**config.mk**
```make
export PLATFORM = sky130hd
export DESIGN_NAME = stamp_counter
export DESIGN_NICKNAME = d
export VERILOG_FILES = /design/src/rtl/stamp_pkg.sv /design/src/rtl/stamp_scale_reg.sv /design/src/rtl/stamp_accum.sv /design/src/rtl/stamp_counter.sv
export SDC_FILE = /design/constraint.sdc
export NUM_CORES = 1
export LEC_CHECK = 0
export ABC_AREA = 0
export BUFFER_PORTS_ARGS = -buffer_cell sky130_fd_sc_hd__buf_2
export CORE_AREA = 2 2 162 164
export DETAILED_ROUTE_END_ITERATION = 8
export DIE_AREA = 0 0 164 166
export PLACE_DENSITY = 0.62
export SYNTH_ARGS = -nofsm -noshare
export SYNTH_HDL_FRONTEND = slang
export SYNTH_SLANG_ARGS = --single-unit
```
**constraint.sdc**
```tcl
create_clock -name clk -period 3.7 [get_ports clk]
set_input_delay 0.185 -clock clk [delete_from_list [all_inputs] [get_ports clk]]
set_output_delay 0.185 -clock clk [all_outputs]
set_load 0.005 [all_outputs]
```
**src/rtl/stamp_pkg.sv**
```systemverilog
package stamp_pkg;
  // kind of count load requested in a cycle
  typedef enum logic [1:0] {
    LOAD_NONE = 2'b00,
    LOAD_LO   = 2'b01,
    LOAD_HI   = 2'b10,
    LOAD_BOTH = 2'b11
  } load_kind_e;

  localparam int unsigned DEF_INT_W   = 64;
  localparam int unsigned DEF_FRAC_W  = 24;
  localparam int unsigned DEF_SCALE_W = 32;
endpackage

```
**src/rtl/stamp_scale_reg.sv**
```systemverilog
module stamp_scale_reg #(
  parameter int unsigned SCALE_W = 32,
  parameter int unsigned FRAC_W  = 24
) (
  input  logic               clk,
  input  logic               rst_n,
  input  logic               we_i,
  input  logic [SCALE_W-1:0] wdata_i,
  output logic [SCALE_W-1:0] scale_o
);
  localparam logic [SCALE_W-1:0] UNITY = SCALE_W'(1) << FRAC_W;

  always_ff @(posedge clk or negedge rst_n) begin
    if (!rst_n)    scale_o <= UNITY;
    else if (we_i) scale_o <= wdata_i;
  end


  scale_load_chk: assert property (@(posedge clk) disable iff (!rst_n)
    we_i |=> scale_o == $past(wdata_i));

  scale_keep_chk: assert property (@(posedge clk) disable iff (!rst_n)
    !we_i |=> $stable(scale_o));
endmodule

```
**src/rtl/stamp_accum.sv**
```systemverilog
module stamp_accum
  import stamp_pkg::*;
#(
  parameter int unsigned INT_W   = 64,
  parameter int unsigned FRAC_W  = 24,
  parameter int unsigned SCALE_W = 32
) (
  input  logic               clk,
  input  logic               rst_n,
  input  logic               en_i,
  input  logic               scale_en_i,
  input  logic [SCALE_W-1:0] scale_i,
  input  logic               lo_we_i,
  input  logic               hi_we_i,
  input  logic [INT_W/2-1:0] wdata_i,
  output logic [INT_W-1:0]   count_o,
  output logic [FRAC_W-1:0]  frac_o
);
  localparam int unsigned ACC_W  = INT_W + FRAC_W;
  localparam int unsigned HALF_W = INT_W / 2;

  typedef logic [ACC_W-1:0] acc_t;

  // increment for one tick: programmable scale or exactly one integer unit
  function automatic acc_t tick_inc(logic use_scale, logic [SCALE_W-1:0] sc);
    if (use_scale) return ACC_W'(sc);
    return acc_t'(1) << FRAC_W;
  endfunction

  // replace selected integer halves, zero the fraction
  function automatic acc_t deposit(acc_t cur, load_kind_e kind,
                                   logic [HALF_W-1:0] d);
    logic [INT_W-1:0] ip;
    ip = cur[ACC_W-1:FRAC_W];
    if (kind[0]) ip[HALF_W-1:0]     = d;
    if (kind[1]) ip[INT_W-1:HALF_W] = d;
    return {ip, {FRAC_W{1'b0}}};
  endfunction

  acc_t       acc_q;
  load_kind_e load_kind;
  logic       load_evt;   // some half is being written this cycle
  logic       tick_evt;   // an increment is applied this cycle

  assign load_kind = load_kind_e'({hi_we_i, lo_we_i});
  assign load_evt  = lo_we_i | hi_we_i;
  assign tick_evt  = en_i & ~load_evt;

  always_ff @(posedge clk or negedge rst_n) begin
    if (!rst_n)        acc_q <= '0;
    else if (load_evt) acc_q <= deposit(acc_q, load_kind, wdata_i);
    else if (tick_evt) acc_q <= acc_q + tick_inc(scale_en_i, scale_i);
  end

  assign count_o = acc_q[ACC_W-1:FRAC_W];
  assign frac_o  = acc_q[FRAC_W-1:0];


  hold_when_idle_chk: assert property (@(posedge clk) disable iff (!rst_n)
    (!en_i && !load_evt) |=> ($stable(count_o) && $stable(frac_o)));

  unit_step_chk: assert property (@(posedge clk) disable iff (!rst_n)
    (en_i && !scale_en_i && !load_evt) |=>
      (count_o == $past(count_o) + 1'b1 && frac_o == $past(frac_o)));

  lo_load_chk: assert property (@(posedge clk) disable iff (!rst_n)
    (lo_we_i && !hi_we_i) |=>
      (count_o[HALF_W-1:0] == $past(wdata_i) &&
       count_o[INT_W-1:HALF_W] == $past(count_o[INT_W-1:HALF_W]) &&
       frac_o == '0));

  hi_load_chk: assert property (@(posedge clk) disable iff (!rst_n)
    (hi_we_i && !lo_we_i) |=>
      (count_o[INT_W-1:HALF_W] == $past(wdata_i) &&
       count_o[HALF_W-1:0] == $past(count_o[HALF_W-1:0]) &&
       frac_o == '0));

  both_load_chk: assert property (@(posedge clk) disable iff (!rst_n)
    (hi_we_i && lo_we_i) |=> count_o == {2{$past(wdata_i)}});

  load_beats_tick_chk: assert property (@(posedge clk) disable iff (!rst_n)
    (load_evt && en_i) |=> frac_o == '0);
endmodule

```
**src/rtl/stamp_counter.sv**
```systemverilog
module stamp_counter
  import stamp_pkg::*;
#(
  parameter int unsigned INT_W   = DEF_INT_W,
  parameter int unsigned FRAC_W  = DEF_FRAC_W,
  parameter int unsigned SCALE_W = DEF_SCALE_W
) (
  input  logic               clk,
  input  logic               rst_n,
  input  logic               en_i,
  input  logic               scale_en_i,
  input  logic               scale_we_i,
  input  logic [SCALE_W-1:0] scale_wdata_i,
  input  logic               lo_we_i,
  input  logic               hi_we_i,
  input  logic [INT_W/2-1:0] wdata_i,
  output logic [INT_W-1:0]   count_o
);
  logic [SCALE_W-1:0] scale_q;
  logic [FRAC_W-1:0]  frac_w;

  stamp_scale_reg #(.SCALE_W(SCALE_W), .FRAC_W(FRAC_W)) scale_i (
    .clk     (clk),
    .rst_n   (rst_n),
    .we_i    (scale_we_i),
    .wdata_i (scale_wdata_i),
    .scale_o (scale_q)
  );

  stamp_accum #(.INT_W(INT_W), .FRAC_W(FRAC_W), .SCALE_W(SCALE_W)) accum_i (
    .clk        (clk),
    .rst_n      (rst_n),
    .en_i       (en_i),
    .scale_en_i (scale_en_i),
    .scale_i    (scale_q),
    .lo_we_i    (lo_we_i),
    .hi_we_i    (hi_we_i),
    .wdata_i    (wdata_i),
    .count_o    (count_o),
    .frac_o     (frac_w)
  );


  reset_zero_chk: assert property (@(posedge clk)
    $rose(rst_n) |-> (count_o == '0 && frac_w == '0 &&
                      scale_q == (SCALE_W'(1) << FRAC_W)));
endmodule

```
Word-level counts from Yosys, hierarchy flattened
Cells that the tools add are included.
{"block": "word_totals", "elab_cells": 24, "romBits": 0, "reg_bits": 120, "latch_bits": 0, "ramBits": 0, "output_inout_bits": 64, "n_memories": 0, "input_bits": 71}
{"block": "classes", "n_lt_le_gt_ge": 0, "shifts": 0, "mul": 0, "eq_ne": 2, "bitwise_logic": 3, "reduce_logical": 3, "muxes": 11, "n_addsub": 1, "n_div": 0}
{"cell": "$mux 88", "count": 6}
{"cell": "$add 88x88->88", "count": 1}
{"cell": "$mux 32", "count": 2}
{"cell": "$ne 2x2->1 const B", "count": 2}
{"cell": "$reduce_and 2->1", "count": 2}
{"cell": "$mux 1", "count": 3}
{"cell": "$reduce_bool 2->1", "count": 1}
{"cell": "$and 1x1->1", "count": 1}
{"cell": "$not 1->1", "count": 1}
{"cell": "$or 1x1->1", "count": 1}

Depth between registers and ports, before layout
Gate-level depths: netlist of run 1.
{"block": "logic_depth", "ltp_word": 11, "mapped_depth": 14, "ltp_nobuf": 12}

Cells and area by module
From an unflattened synthesis of run 1, not the netlist that was laid out.
{"block": "hier_totals", "hier_cells": 904, "area_unflattened_um2": 8339.2}
{"module": "stamp_accum", "cells_per_inst": 836, "seq_area_each_um2": 2202.1, "n_inst": 1, "area_per_inst_um2": 6993.0}
{"module": "stamp_scale_reg", "cells_per_inst": 68, "seq_area_each_um2": 802.0, "n_inst": 1, "area_per_inst_um2": 1346.3}

Worst setup path before layout of run 1
OpenSTA, ideal clock, no wires.
{"block": "synth_timing", "path_kind": "input -> register", "from": "input port scale_en_i", "to": "register accum_i.acc_q[56]", "setup_ps": 82, "path_slack_ps": 853, "n_path_buf": 1, "cell_stages": 13, "arrival_time_ps": 2765, "required_time_ps": 3618, "cell_sequence": "clkbuf_1 > and2_1 > ha_1 > inv_1 > fa_1 > nor2b_1 > nor2_1 > o2111ai_1 > a21oi_1 > o211a_1 > and3b_2 > or4b_1 > a31oi_1"}
{"block": "synth_via", "elab_chain_cells": 9}
{"element": "start, declared", "line": "stamp_counter.sv:11", "source": "input logic scale_en_i,"}
{"element": "$mux 1", "line": "stamp_accum.sv:26", "source": "if (use_scale) return ACC_W'(sc);"}
{"element": "$mux 1", "line": "stamp_accum.sv:52", "source": "else if (tick_evt) acc_q <= acc_q + tick_inc(scale_en_i, scale_i);"}
{"element": "$mux 1", "line": "stamp_accum.sv:51", "source": "else if (load_evt) acc_q <= deposit(acc_q, load_kind, wdata_i);"}
{"element": "$mux 88", "line": "stamp_accum.sv:27", "source": "return acc_t'(1) << FRAC_W;"}
{"element": "$mux 88", "line": "stamp_accum.sv:52"}
{"element": "$mux 88", "line": "stamp_accum.sv:51"}
{"element": "$add 88x88->88", "line": "stamp_accum.sv:52"}
{"element": "$mux 88", "line": "stamp_accum.sv:52"}
{"element": "$mux 88", "line": "stamp_accum.sv:51"}
{"element": "end signal, assigned", "line": "stamp_accum.sv:51"}
{"element": "end signal, assigned", "line": "stamp_accum.sv:52"}
{"element": "end, declared", "line": "stamp_accum.sv:40", "source": "acc_t acc_q;"}
No other way between the ends. The select of a mux whose other input is x is not followed.
A chain may end at the register's enable or synchronous reset.

Worst setup path after layout of run 1
{"block": "layout_timing", "from": "register scale_i.scale_o[27]", "to": "register accum_i.acc_q[73]"}
{"block": "layout_via", "elab_chain_cells": 7}
{"element": "start, declared", "line": "stamp_scale_reg.sv:9", "source": "output logic [SCALE_W-1:0] scale_o"}
{"element": "start signal, assigned", "line": "stamp_scale_reg.sv:15", "source": "else if (we_i) scale_o <= wdata_i;"}
{"element": "$mux 88", "line": "stamp_accum.sv:26"}
{"element": "$mux 88", "line": "stamp_accum.sv:27"}
{"element": "$mux 88", "line": "stamp_accum.sv:52"}
{"element": "$mux 88", "line": "stamp_accum.sv:51"}
{"element": "$add 88x88->88", "line": "stamp_accum.sv:52"}
{"element": "$mux 88", "line": "stamp_accum.sv:52"}
{"element": "$mux 88", "line": "stamp_accum.sv:51"}
No other way between the ends. The select of a mux whose other input is x is not followed.

==> qor.csv, run 1 <==
stage;metric;value;unit
sta;Setup Viol. Count Final;0;
floorplan;CORE AREA;25600;sq um
finish;Layout area overhead;19.0;%
sta;setup_tns;0;ns
power_and_ir_drop;Net Switching;1280;uW
routing;DRC;0;
routing;wire per inst;20.6;um
yosys;dominant cell type by area after synthesis;dfrtp_1;
finish;Util after Layout;40.9;%
floorplan;Initial Util;34.4;%
sta;final hold vios;3;
finish;ANT cells;0;
yosys;post-synth cell types;82;
routing;post-route antenna net violation count;0;
clocking;total CTS buffers;17;
yosys;Synth area leaders;dfrtp_1 (34%), mux2_2 (5.6%), buf_4 (5.5%), ha_1 (4.5%), nand2_1 (4.2%);
global_route;pin count of the biggest net entering global routing;62;
floorplan;IO Count;135;
sta;Worst-Margin Slew;0.826;ns
hold_path;hold crit path type;in -> reg;
critical_path;Worst Setup End Kind;flop;
place;Final Wtd Congestion;0.956;
yosys;top cell type's share of synthesized area;33.8;%
routing;total number of vias;8291;
clocking;Sinks on Clock Net;120;
sta;Fin Hold WS;-0.00667;ns
power_and_ir_drop;sequential share of power;36.9;%
global_route;initial antenna violation count;0;
clocking;worst-case clock buffer depth;2;
yosys;mapped cell area;8800;sq um
yosys;async set-or-reset flop fraction in the synthesized netlist;100;%
sta;RSZ-0062 raised after global routing;no;
power_and_ir_drop;clock network fraction of total power;42.3;%
global_route;vias in the first global route;8109;
power_and_ir_drop;switching share of power;30.1;%
critical_path;WS Path Type;reg -> reg;
global_route;gr usage total;22.5;%
sta;Rel. slew slack;45.0;%
run;max cap viols;0;
place;IO Port Bufs;134;
critical_path;CP Launch Type;flop;
yosys;syn_area_per_cell;8.69;sq um
routing;first drt pass iteration count;5;
power_and_ir_drop;Pint;2970;uW
routing;Routed WL;30300;um
floorplan;Rows;59;
place;hpwl dp;23200;um
power_and_ir_drop;combinational fraction of design power;20.8;%
routing;Via density;5.62;
yosys;post-synthesis sequential area ratio;34.1;%
sta;fin. max-slew vios;0;
critical_path;r2r worst-path depth;10;
yosys;YS warnings;0;
floorplan;die area;27200;sq um
power_and_ir_drop;Power Dens Cells;405;nW/um^2
finish;share of layout cells above drive strength 1;23.8;%
yosys;Synthesized Nets;1117;
routing;drt initial violations;712;
hold_path;hold depth;2;
critical_path;critical path peak fanout;9;
finish;nets;1231;
clocking;postcts setup bufs;0;
clocking;Clock transition at path regs;0.06;ns
clocking;TritonCTS clock tree;yes;
global_route;first-pass GRT wire length;47100;um
yosys;EDFF count, synth;0;
clocking;H-tree depth;4;
power_and_ir_drop;Pleak;0.00446;uW
power_and_ir_drop;Max IR drop VDD;0.326;mV
floorplan;die height;166;um
floorplan;die width;164;um
yosys;Most used DFF post-synth;dfrtp_1;
sta;Final min period;3.43;ns
critical_path;Worst EP required;4.02;ns
global_route;total grt overflow;0;
clocking;clock latency on the worst-skew pair;0.44;ns
run_status;violated checks;negative hold slack;
run_status;status;finished with violations;
sta;Fmax;292;MHz
sta;period utilization;92.7;%
sta;Worst Skew;0.0126;ns
yosys;Mapped Cells;1013;
clocking;CTS root buf;clkbuf_16;
yosys;post-synthesis register bit count;120;
critical_path;crit path DAT;3.75;ns
[synthesized netlist by cell type, types with 22 or more instances]
| library cell | number |
|---|---|
| o21ai_0 | 51 |
| mux2i_1 | 22 |
| nand3_1 | 35 |
| and2_1 | 42 |
| dfrtp_1 | 119 |
| buf_4 | 64 |
| inv_1 | 22 |
| xnor2_1 | 29 |
| and3_1 | 22 |
| nor2_1 | 86 |
| clkbuf_1 | 30 |
| a21oi_1 | 51 |
| ha_1 | 32 |
| nand2_1 | 99 |
| nor3_1 | 34 |
| mux2_2 | 44 |
[flip-flops by register name (all words and copies together), names as in the netlist]
| signal | cells |
|---|---|
| accum_i.acc_q | 88 |
| scale_i.scale_o | 32 |
[layout make-up]
class	instances	area (sq um)
Fill cell	2594	15100
Multi-Input combinational cell	761	5040
Sequential cell	120	3000
Timing Repair Buffer	205	1300
Clock buffer	20	457
Tap cell	335	419
Clock inverter	12	174
Inverter	22	82.6
[layout by cell type (no fill, tap or decap), drive strengths merged, types with 4 or more instances in the layout]
cell / n
a2111oi: 6
a211oi: 16
a21o: 4
a21oi: 51
a221oi: 6
a22oi: 5
a311oi: 4
a31oi: 7
and2: 43
and3: 24
and4: 7
buf: 168
bufinv: 4
clkbuf: 20
clkinv: 4
clkinvlp: 4
dfrtp: 119
dlygate4sd3: 37
ha: 32
inv: 22
mux2: 44
mux2i: 22
nand2: 100
nand3: 36
nand4: 19
nor2: 88
nor3: 34
nor4: 9
o2111ai: 6
o211ai: 8
o21a: 5
o21ai: 57
o21bai: 10
o22ai: 4
or2: 5
or3: 10
or4: 5
xnor2: 29
xor2: 21
[worst max-delay path, stage by stage (launching register included)]
cell and delay, ns:
dfrtp_1 0.38, and2_1 0.16, ha_1 0.46, nand2_1 0.13, nor2_1 0.35, a21oi_1 0.15
o31ai_1 0.39, nand4_2 0.25, a2111oi_0 0.63, xor2_1 0.13, mux2_2 0.29
[stage by stage]
step | total power [uW] | setup slack [ns] | area (sq um) | cells | hold slack (ns)
final | 4250 | 0.270 | 10500 | 1475 | -0.00667
after global routing | 4430 | 0.0423 | 10500 | 1475 | 0.00105
after floorplan | 2160 | 0.853 | 8800 | 1013 | -0.111
after detailed placement | 2430 | -0.0264 | 9480 | 1406 | 0.343
after global placement | 2420 | 0.00337 | 9480 | 1406 | 0.332
after CTS | 4260 | 0.177 | 10400 | 1472 | 0.000733
[metal layers]
metal / part of all wire (%) / wire length (um) / global-route usage, % / up-vias
met5: 0 / 0 / 0 / -
met4: 3.2 / 960 / 8.12 / 0
met3: 5.5 / 1680 / 3.22 / 67
met2: 48 / 14700 / 37.4 / 321
met1: 43 / 13000 / 29.6 / 4079
li1: - / - / - / 3824
[kinds of logic after synthesis]
logic type      share of synthesized area, %
simple gates                            22.2
compound gates                          17.2
buf+inv                                 8.60
flops                                   34.1
mux                                     8.13
xor+xnor                                4.97
fa+ha+maj                               4.78
[path summary, 6_finish.rpt]
path                                                  from                               to  slack (ns)
setup / recovery           scale_i.scale_o[27]$_DFFE_PN0P_    accum_i.acc_q[73]$_DFFE_PN0P_        0.27
hold / removal                            scale_wdata_i[0]   scale_i.scale_o[0]$_DFFE_PN0P_      -0.007
setup reg to reg           scale_i.scale_o[27]$_DFFE_PN0P_    accum_i.acc_q[73]$_DFFE_PN0P_        0.27
hold reg to reg            scale_i.scale_o[17]$_DFFE_PN0P_  scale_i.scale_o[17]$_DFFE_PN0P_        0.50
max in group asynchronous                            rst_n  scale_i.scale_o[24]$_DFFE_PN1P_        2.33
min in group asynchronous                            rst_n    accum_i.acc_q[51]$_DFFE_PN0P_        0.39
[power groups by stage]
| stage | Combinational [uW] | Sequential, uW | Clock [uW] |
|---|---|---|---|
| after floorplan | 636 | 1520 | 0 |
| after global placement | 839 | 1590 | 0 |
| after detailed placement | 844 | 1590 | 0 |
| after CTS | 877 | 1570 | 1820 |
| after global routing | 973 | 1580 | 1870 |
| final | 883 | 1570 | 1800 |
[repair_timing]
item	CTS	global route
endpoints found under the setup margin	0	2
endpoints found under the hold margin	93	3
hold buffers	34	3
resized for setup	0	2
No activity file was read; power rests on OpenSTA's default activity.
==> inputs of run 2 (changes only) <==
--- a/config.mk
+++ b/config.mk
@@ -7,10 +7,11 @@
 export LEC_CHECK = 0
 export ABC_AREA = 0
 export BUFFER_PORTS_ARGS = -buffer_cell sky130_fd_sc_hd__buf_2
-export CORE_AREA = 2 2 162 164
+export CORE_AREA = 2 2 158 160
 export DETAILED_ROUTE_END_ITERATION = 8
-export DIE_AREA = 0 0 164 166
+export DIE_AREA = 0 0 160 162
 export PLACE_DENSITY = 0.62
 export SYNTH_ARGS = -nofsm -noshare
 export SYNTH_HDL_FRONTEND = slang
+export SYNTH_HIERARCHICAL = 1
 export SYNTH_SLANG_ARGS = --single-unit
==> run 2 against run 1 <==
The run now ends clean. Worst hold slack better by 0.011 ns. Final area is 2.2% lower. Critical path depth is 4 higher. Synthesized cell count is 11% lower. Non-clock buffer count is 10 lower. Flip-flop and latch count stayed put. Setup slack worse by 0.015 ns. Largest power group unchanged. Highest routed layer unchanged.
==> qor.csv, run 2 <==
stage;metric;value;unit;change
run_status;status;finished clean;;was finished with violations
yosys;post-synthesis register bit count;120;;unchanged
clocking;H-tree depth;4;;unchanged
finish;most frequent cells in the layout;buf_2 (133), dfrtp_1 (119), nor2_1 (90);;was buf_2 (133), dfrtp_1 (119), nand2_1 (99)
place;hpwl dp;20100;um;was 23200 um
floorplan;CORE AREA;24100;sq um;was 25600 sq um
routing;first drt pass iteration count;5;;unchanged
power_and_ir_drop;Pleak;0.00459;uW;was 0.00446 uW
sta;setup_tns;0;ns;unchanged
critical_path;Worst EP required;4.01;ns;was 4.02 ns
power_and_ir_drop;Power Dens Cells;400;nW/um^2;was 405 nW/um^2
global_route;vias in the first global route;7761;;was 8109
sta;period utilization;93.1;%;was 92.7%
finish;Largest regs;accum_i/acc_q: 88 flops, scale_i/scale_o: 32 flops;;was accum_i.acc_q: 88 flops, scale_i.scale_o: 32 flops
finish;ANT cells;0;;unchanged
hold_path;hold depth;2;;unchanged
place;Final Wtd Congestion;0.919;;was 0.956
yosys;async set-or-reset flop fraction in the synthesized netlist;100;%;unchanged
critical_path;r2r worst-path depth;14;;was 10
critical_path;critical path peak fanout;10;;was 9
sta;Setup Viol. Count Final;0;;unchanged
global_route;gr usage total;21.3;%;was 22.5%
floorplan;die area;25900;sq um;was 27200 sq um
yosys;Post-synth top cells;dfrtp_1 (119), nor2_1 (90), nand2_1 (68);;was dfrtp_1 (119), nand2_1 (99), nor2_1 (86)
finish;Largest register FFs;88;;unchanged
clocking;Sinks on Clock Net;120;;unchanged
yosys;mapped cell area;8340;sq um;was 8800 sq um
critical_path;WS Path Type;reg -> reg;;unchanged
hold_path;hold crit path type;in -> reg;;unchanged
yosys;post-synth cell types;78;;was 82
yosys;Synth area leaders;dfrtp_1 (36%), mux2_4 (5.4%), ha_1 (4.8%), nor2_1 (4.1%), o21ai_0 (3.5%);;was dfrtp_1 (34%), mux2_2 (5.6%), buf_4 (5.5%), ha_1 (4.5%), nand2_1 (4.2%)
critical_path;CP Launch Type;flop;;unchanged
critical_path;critical path, cell by cell;and2_1, ha_1, inv_1, fa_1, nor2b_4, o31a_1, o31a_4, o41ai_4, o41ai_4, a41oi_2, buf_4, nor4_1, xor2_1, mux2_2;;was and2_1, ha_1, nand2_1, nor2_1, a21oi_1, o31ai_1, nand4_2, a2111oi_0, xor2_1, mux2_2
critical_path;crit path DAT;3.76;ns;was 3.75 ns
yosys;top-count cell post-synth;dfrtp_1;;unchanged
yosys;syn_area_per_cell;9.22;sq um;was 8.69 sq um
sta;Fmax;290;MHz;was 292 MHz
floorplan;die height;162;um;was 166 um
yosys;Most used DFF post-synth;dfrtp_1;;unchanged
sta;RSZ-0062 raised after global routing;no;;unchanged
global_route;first-pass GRT wire length;43200;um;was 47100 um
finish;share of layout cells above drive strength 1;23.6;%;was 23.8%
yosys;post-synthesis sequential area ratio;36.0;%;was 34.1%
finish;final std cells w/o fill;1411;;was 1475
place;Inst Count DP;1344;;was 1406
run;max cap viols;0;;unchanged
critical_path;crit-path most repeated cell;o41ai_4;;
global_route;total grt overflow;0;;unchanged
global_route;pin count of the biggest net entering global routing;59;;was 62
sta;Fin Hold WS;0.00410;ns;was -0.00667 ns
yosys;top cell type's share of synthesized area;35.7;%;was 33.8%
clocking;CTS root buf;clkbuf_16;;unchanged
sta;final hold vios;0;;was 3
sta;Worst Skew;0.0155;ns;was 0.0126 ns
routing;post-route antenna net violation count;0;;unchanged
finish;Reg with most FFs;accum_i/acc_q;;was accum_i.acc_q
sta;fin. max-slew vios;0;;unchanged
clocking;worst-case clock buffer depth;2;;unchanged
yosys;EDFF count, synth;0;;unchanged
floorplan;die width;160;um;was 164 um
finish;commonest non-fill, non-tap cell in the layout;buf_2;;unchanged
critical_path;CP max stage cell;o41ai_4;;was a2111oi_0
clocking;TritonCTS clock tree;yes;;unchanged
yosys;dominant cell type by area after synthesis;dfrtp_1;;unchanged
power_and_ir_drop;Max IR drop VDD;0.231;mV;was 0.326 mV
clocking;Clock transition at path regs;0.06;ns;about the same
place;pre-CTS WS;0.145;ns;was -0.0264 ns
finish;# fillers;2441;;was 2594
yosys;Mapped Cells;904;;was 1013
routing;DRC;0;;unchanged
yosys;YS warnings;6;;was 0
sta;Worst-Margin Slew;1.04;ns;was 0.826 ns
routing;Routed WL;27400;um;was 30300 um
routing;Via density;5.55;;was 5.62
place;IO Port Bufs;134;;unchanged
clocking;total CTS buffers;17;;unchanged
routing;total number of vias;7825;;was 8291
global_route;initial antenna violation count;0;;unchanged
sta;Final min period;3.44;ns;was 3.43 ns
routing;wire per inst;19.4;um;was 20.6 um
critical_path;Worst Setup End Kind;flop;;unchanged
floorplan;Initial Util;34.6;%;was 34.4%
floorplan;IO Count;135;;unchanged
yosys;Synthesized Nets;1008;;was 1117
finish;nets;1178;;was 1231
clocking;clock latency on the worst-skew pair;0.44;ns;about the same
routing;drt initial violations;676;;was 712
floorplan;Rows;57;;was 59
sta;Rel. slew slack;31.0;%;was 45.0%
sta;worst setup margin;0.256;ns;was 0.270 ns
finish;Layout area overhead;22.9;%;was 19.0%
critical_path;CP max stage delay;0.43;ns;was 0.63 ns
## run 2: cell count changes in the layout (fill, tap and decap cells not counted), moves of 8 or more
cell      before  now
a21o_1         4   18
a21oi_1       51   43
and2_1        42   34
buf_4         35   27
inv_6          0    8
mux2_2        44   13
mux2_4         0   30
nand2_1       99   68
nor3_1        34   21
o21a_1         5   14
o21ai_0       51   59
o21bai_1      10    2
## run 2: logic make-up (layout without fill, tap and decap cells)
| logic type | after synthesis | after routing | synth area share, % |
|---|---|---|---|
| flip-flops | 120 | 120 | 36.0 |
| multiplexers | 59 | 59 | 9.08 |
| buffers and inverters | 67 | 250 | 4.70 |
| adder cells (fa/ha/maj) | 33 | 33 | 5.04 |
| XOR/XNOR | 51 | 51 | 5.36 |
| AO/OA/AOI/OAI | 227 | 227 | 18.7 |
| AND/OR/NAND/NOR | 347 | 347 | 21.1 |
## run 2: final cells by class
class / instances / area, sq um / share of cell area, %
timing repair buffer: 195 / 1220 / 11.9
clock inverter: 15 / 154 / 1.50
tap: 324 / 405 / 3.96
multi-input combinational: 717 / 4960 / 48.4
sequential: 120 / 3000 / 29.3
inverter: 23 / 86.3 / 0.842
clock buffer: 17 / 425 / 4.15
## run 2: metal layers
layer / wire, um / vias to the layer above / global-route usage [%]
li1: - / 3663 / -
met1: 12300 / 3808 / 28.6
met2: 12600 / 308 / 34.7
met3: 1850 / 46 / 4.26
met4: 612 / 0 / 7.13
met5: 0 / - / 0
## run 2: power by group
part,leakage [uW],internal [uW],switching (uW)
clock network,0.000277,950,730
registers,0.00145,1430,134
logic,0.00286,390,468
## run 2: critical path, delay by kind of cell, from the launching register on
family | cells | cell delay (ns)
fa+ha+maj | 2 | 0.46
mux | 1 | 0.28
xor+xnor | 1 | 0.15
flops | 1 | 0.37
compound gates | 5 | 1.46
simple gates | 3 | 0.30
buf+inv | 2 | 0.33
## run 2: timing repair
item                                    4_1_cts  5_1_grt
hold buffers                                 35        0
setup buffers                                 0        0
resized for setup                             0        2
hold endpoints to repair                     90        0
endpoints found under the setup margin        0        2
## run 2: path summary, 6_finish.rpt
kind	from	end	slack [ns]
worst max register to register	scale_i/scale_o[0]$_DFFE_PN0P_	accum_i/acc_q[76]$_DFFE_PN0P_	0.26
min in group asynchronous	rst_n	scale_i/scale_o[14]$_DFFE_PN0P_	0.40
worst max-delay path	scale_i/scale_o[0]$_DFFE_PN0P_	accum_i/acc_q[76]$_DFFE_PN0P_	0.26
worst min-delay path	scale_wdata_i[13]	scale_i/scale_o[13]$_DFFE_PN0P_	0.004
max in group asynchronous	rst_n	accum_i/acc_q[66]$_DFFE_PN0P_	2.38
worst min register to register	scale_i/scale_o[19]$_DFFE_PN0P_	scale_i/scale_o[19]$_DFFE_PN0P_	0.51
## run 2: through the flow
| step | utilization (%) | power, uW | area (sq um) |
|---|---|---|---|
| after detailed placement | 38.6 | 2400 | 9310 |
| after global placement | 38.6 | 2400 | 9310 |
| after global routing | 42.5 | 4290 | 10200 |
| final | 42.5 | 4100 | 10200 |
| after floorplan | - | 2080 | 8340 |
| after CTS | 42.5 | 4120 | 10200 |
==> inputs of run 3 (changes only) <==
--- a/config.mk
+++ b/config.mk
@@ -7,10 +7,12 @@
 export LEC_CHECK = 0
 export ABC_AREA = 0
 export BUFFER_PORTS_ARGS = -buffer_cell sky130_fd_sc_hd__buf_2
+export CELL_PAD_IN_SITES_DETAIL_PLACEMENT = 0
+export CELL_PAD_IN_SITES_GLOBAL_PLACEMENT = 1
 export CORE_AREA = 2 2 158 160
 export DETAILED_ROUTE_END_ITERATION = 8
 export DIE_AREA = 0 0 160 162
-export PLACE_DENSITY = 0.62
+export PLACE_DENSITY = 0.75
 export SYNTH_ARGS = -nofsm -noshare
 export SYNTH_HDL_FRONTEND = slang
 export SYNTH_HIERARCHICAL = 1
==> run 3 against run 2 <==
Cell count increased by 0.50%. Flip-flop and latch count unchanged. Utilization increased by 0.85 points. Critical path type unchanged.
==> qor.csv, run 3 (synthesized netlist as in run 2, its figures left out) <==
stage;metric;value;unit;change
clocking;Sinks on Clock Net;120;;unchanged
power_and_ir_drop;Max IR drop VDD;0.266;mV;was 0.231 mV
critical_path;critical path peak fanout;4;;was 10
global_route;initial antenna violation count;0;;unchanged
place;dpl cell area;9340;sq um;was 9310 sq um
routing;Routed WL;26900;um;was 27400 um
hold_path;hold depth;2;;unchanged
sta;Worst-Margin Slew;1.04;ns;about the same
global_route;gr usage total;21.0;%;was 21.3%
sta;period utilization;93.3;%;was 93.1%
finish;nets;1185;;was 1178
sta;Final min period;3.45;ns;was 3.44 ns
clocking;worst-case clock buffer depth;2;;unchanged
routing;Via density;5.43;;was 5.55
run;max cap viols;0;;unchanged
routing;first drt pass iteration count;5;;unchanged
finish;Reg with most FFs;accum_i/acc_q;;unchanged
critical_path;WS Path Type;reg -> reg;;unchanged
critical_path;critical path, cell by cell;and2_1, ha_1, inv_1, fa_1, nor2b_4, o31a_1, o31a_4, o41ai_4, o41ai_4, a41oi_2, buf_4, nor2_4, and3_4, o32a_1;;was and2_1, ha_1, inv_1, fa_1, nor2b_4, o31a_1, o31a_4, o41ai_4, o41ai_4, a41oi_2, buf_4, nor4_1, xor2_1, mux2_2
finish;post-route cell area;10500;sq um;was 10200 sq um
critical_path;CP max stage delay;0.42;ns;was 0.43 ns
critical_path;r2r worst-path depth;14;;unchanged
critical_path;Worst Setup End Kind;flop;;unchanged
global_route;vias in the first global route;7690;;was 7761
critical_path;flop2flop setup slack;0.25;ns;was 0.26 ns
floorplan;die height;162;um;unchanged
floorplan;die area;25900;sq um;unchanged
critical_path;Worst EP required;4.02;ns;was 4.01 ns
floorplan;Rows;57;;unchanged
finish;Util after Layout;43.4;%;was 42.5%
floorplan;Initial Util;34.6;%;unchanged
clocking;total CTS buffers;17;;unchanged
finish;commonest non-fill, non-tap cell in the layout;buf_2;;unchanged
clocking;TritonCTS clock tree;yes;;unchanged
sta;setup_tns;0;ns;unchanged
place;IO Port Bufs;134;;unchanged
global_route;total grt overflow;0;;unchanged
sta;Worst Skew;0.0148;ns;was 0.0155 ns
finish;Largest register FFs;88;;unchanged
finish;final std cells w/o fill;1418;;was 1411
critical_path;CP Launch Type;flop;;unchanged
sta;RSZ-0062 raised after global routing;no;;unchanged
hold_path;Hold Path Origin;scale_wdata_i[15];;was scale_wdata_i[13]
routing;total number of vias;7693;;was 7825
critical_path;CP max stage cell;o41ai_4;;unchanged
critical_path;reg2reg start;scale_i/scale_o[0]$_DFFE_PN0P_;;unchanged
finish;Largest regs;accum_i/acc_q: 88 flops, scale_i/scale_o: 32 flops;;unchanged
routing;drt initial violations;633;;was 676
finish;ANT cells;0;;unchanged
run_status;status;finished clean;;unchanged
clocking;Clock transition at path regs;0.06;ns;about the same
global_route;first-pass GRT wire length;42900;um;was 43200 um
routing;post-route antenna net violation count;0;;unchanged
routing;DRC;0;;unchanged
critical_path;crit path DAT;3.77;ns;was 3.76 ns
sta;fin. max-slew vios;0;;unchanged
place;Inst Count DP;1343;;was 1344
sta;Setup Viol. Count Final;0;;unchanged
critical_path;r2r endpoint;accum_i/acc_q[54]$_DFFE_PN0P_;;was accum_i/acc_q[76]$_DFFE_PN0P_
floorplan;IO Count;135;;unchanged
place;Final Wtd Congestion;0.896;;was 0.919
finish;share of layout cells above drive strength 1;23.5;%;was 23.6%
finish;Layout area overhead;25.4;%;was 22.9%
critical_path;kind of cell adding the most delay to the critical path;compound AO/OA/AOI/OAI gates;;unchanged
place;hpwl dp;19800;um;was 20100 um
hold_path;hold crit path type;in -> reg;;unchanged
global_route;pin count of the biggest net entering global routing;64;;was 59
power_and_ir_drop;Design Power;4360;uW;was 4100 uW
critical_path;Critical path buffers and inverters;2;;unchanged
clocking;CTS root buf;clkbuf_16;;unchanged
sta;final hold vios;0;;unchanged
power_and_ir_drop;Pleak;0.00467;uW;was 0.00459 uW
clocking;H-tree depth;4;;unchanged
sta;Fmax;290;MHz;about the same
critical_path;crit-path most repeated cell;o41ai_4;;unchanged
hold_path;Hold Crit Endpoint;scale_i/scale_o[15]$_DFFE_PN0P_;;was scale_i/scale_o[13]$_DFFE_PN0P_
floorplan;CORE AREA;24100;sq um;unchanged
sta;Rel. slew slack;30.9;%;was 31.0%
floorplan;die width;160;um;unchanged
clocking;clock latency on the worst-skew pair;0.44;ns;about the same
power_and_ir_drop;Power Dens Cells;417;nW/um^2;was 400 nW/um^2
finish;most frequent cells in the layout;buf_2 (133), dfrtp_1 (119), nor2_1 (90);;unchanged
routing;wire per inst;19.0;um;was 19.4 um
## run 3: how the worst max path moves through the flow
stage / start / end / slack [ns] / depth (start not counted)
finish: scale_i/scale_o[0]$_DFFE_PN0P_ / accum_i/acc_q[54]$_DFFE_PN0P_ / 0.25 / 14
global route: scale_i/scale_o[0]$_DFFE_PN0P_ / accum_i/acc_q[68]$_DFFE_PN0P_ / 0.008 / 14
CTS: scale_i/scale_o[0]$_DFFE_PN0P_ / accum_i/acc_q[68]$_DFFE_PN0P_ / 0.09 / 14
detailed placement: scale_i/scale_o[0]$_DFFE_PN0P_ / accum_i/acc_q[68]$_DFFE_PN0P_ / 0.14 / 14
global placement: scale_i/scale_o[0]$_DFFE_PN0P_ / accum_i/acc_q[68]$_DFFE_PN0P_ / 0.17 / 14
floorplan: scale_en_i / accum_i/acc_q[76]$_DFFE_PN0P_ / 0.51 / 15
## run 3: per-stage QoR
stage	hold slack [ns]	worst slack (ns)
after floorplan	-0.111	0.512
after global placement	0.334	0.167
after detailed placement	0.334	0.139
after CTS	0.00177	0.0929
after global routing	0.00937	0.00763
final	0.00586	0.246
## run 3: repair_timing
| action | in CTS | in global routing |
|---|---|---|
| resized for setup | 0 | 3 |
| endpoints found under the setup margin | 0 | 6 |
| buffers inserted | 0 | 1 |
| hold buffers | 42 | 0 |
| hold endpoints to repair | 98 | 0 |
## run 3: per-layer routing
layer,vias to the layer above,routed length [um],track usage [%]
met5,-,0,0
met4,0,560,6.72
met3,36,1700,4.06
met2,270,12400,33.5
met1,3721,12300,28.9
li1,3666,-,-
## run 3: area by class of cell
type	instances	area, sq um
Fill cell	2431	13700
Tap cell	324	405
Sequential cell	120	3000
Inverter	23	86.3
Clock inverter	13	216
Multi-Input combinational cell	717	4960
Clock buffer	19	453
Timing Repair Buffer	202	1330
## run 3: report_power, final
group	leakage, uW	switching, uW	total [uW]	internal (uW)
combinational	0.00290	469	873	404
clock	0.000316	691	1930	1240
sequential	0.00145	132	1560	1430
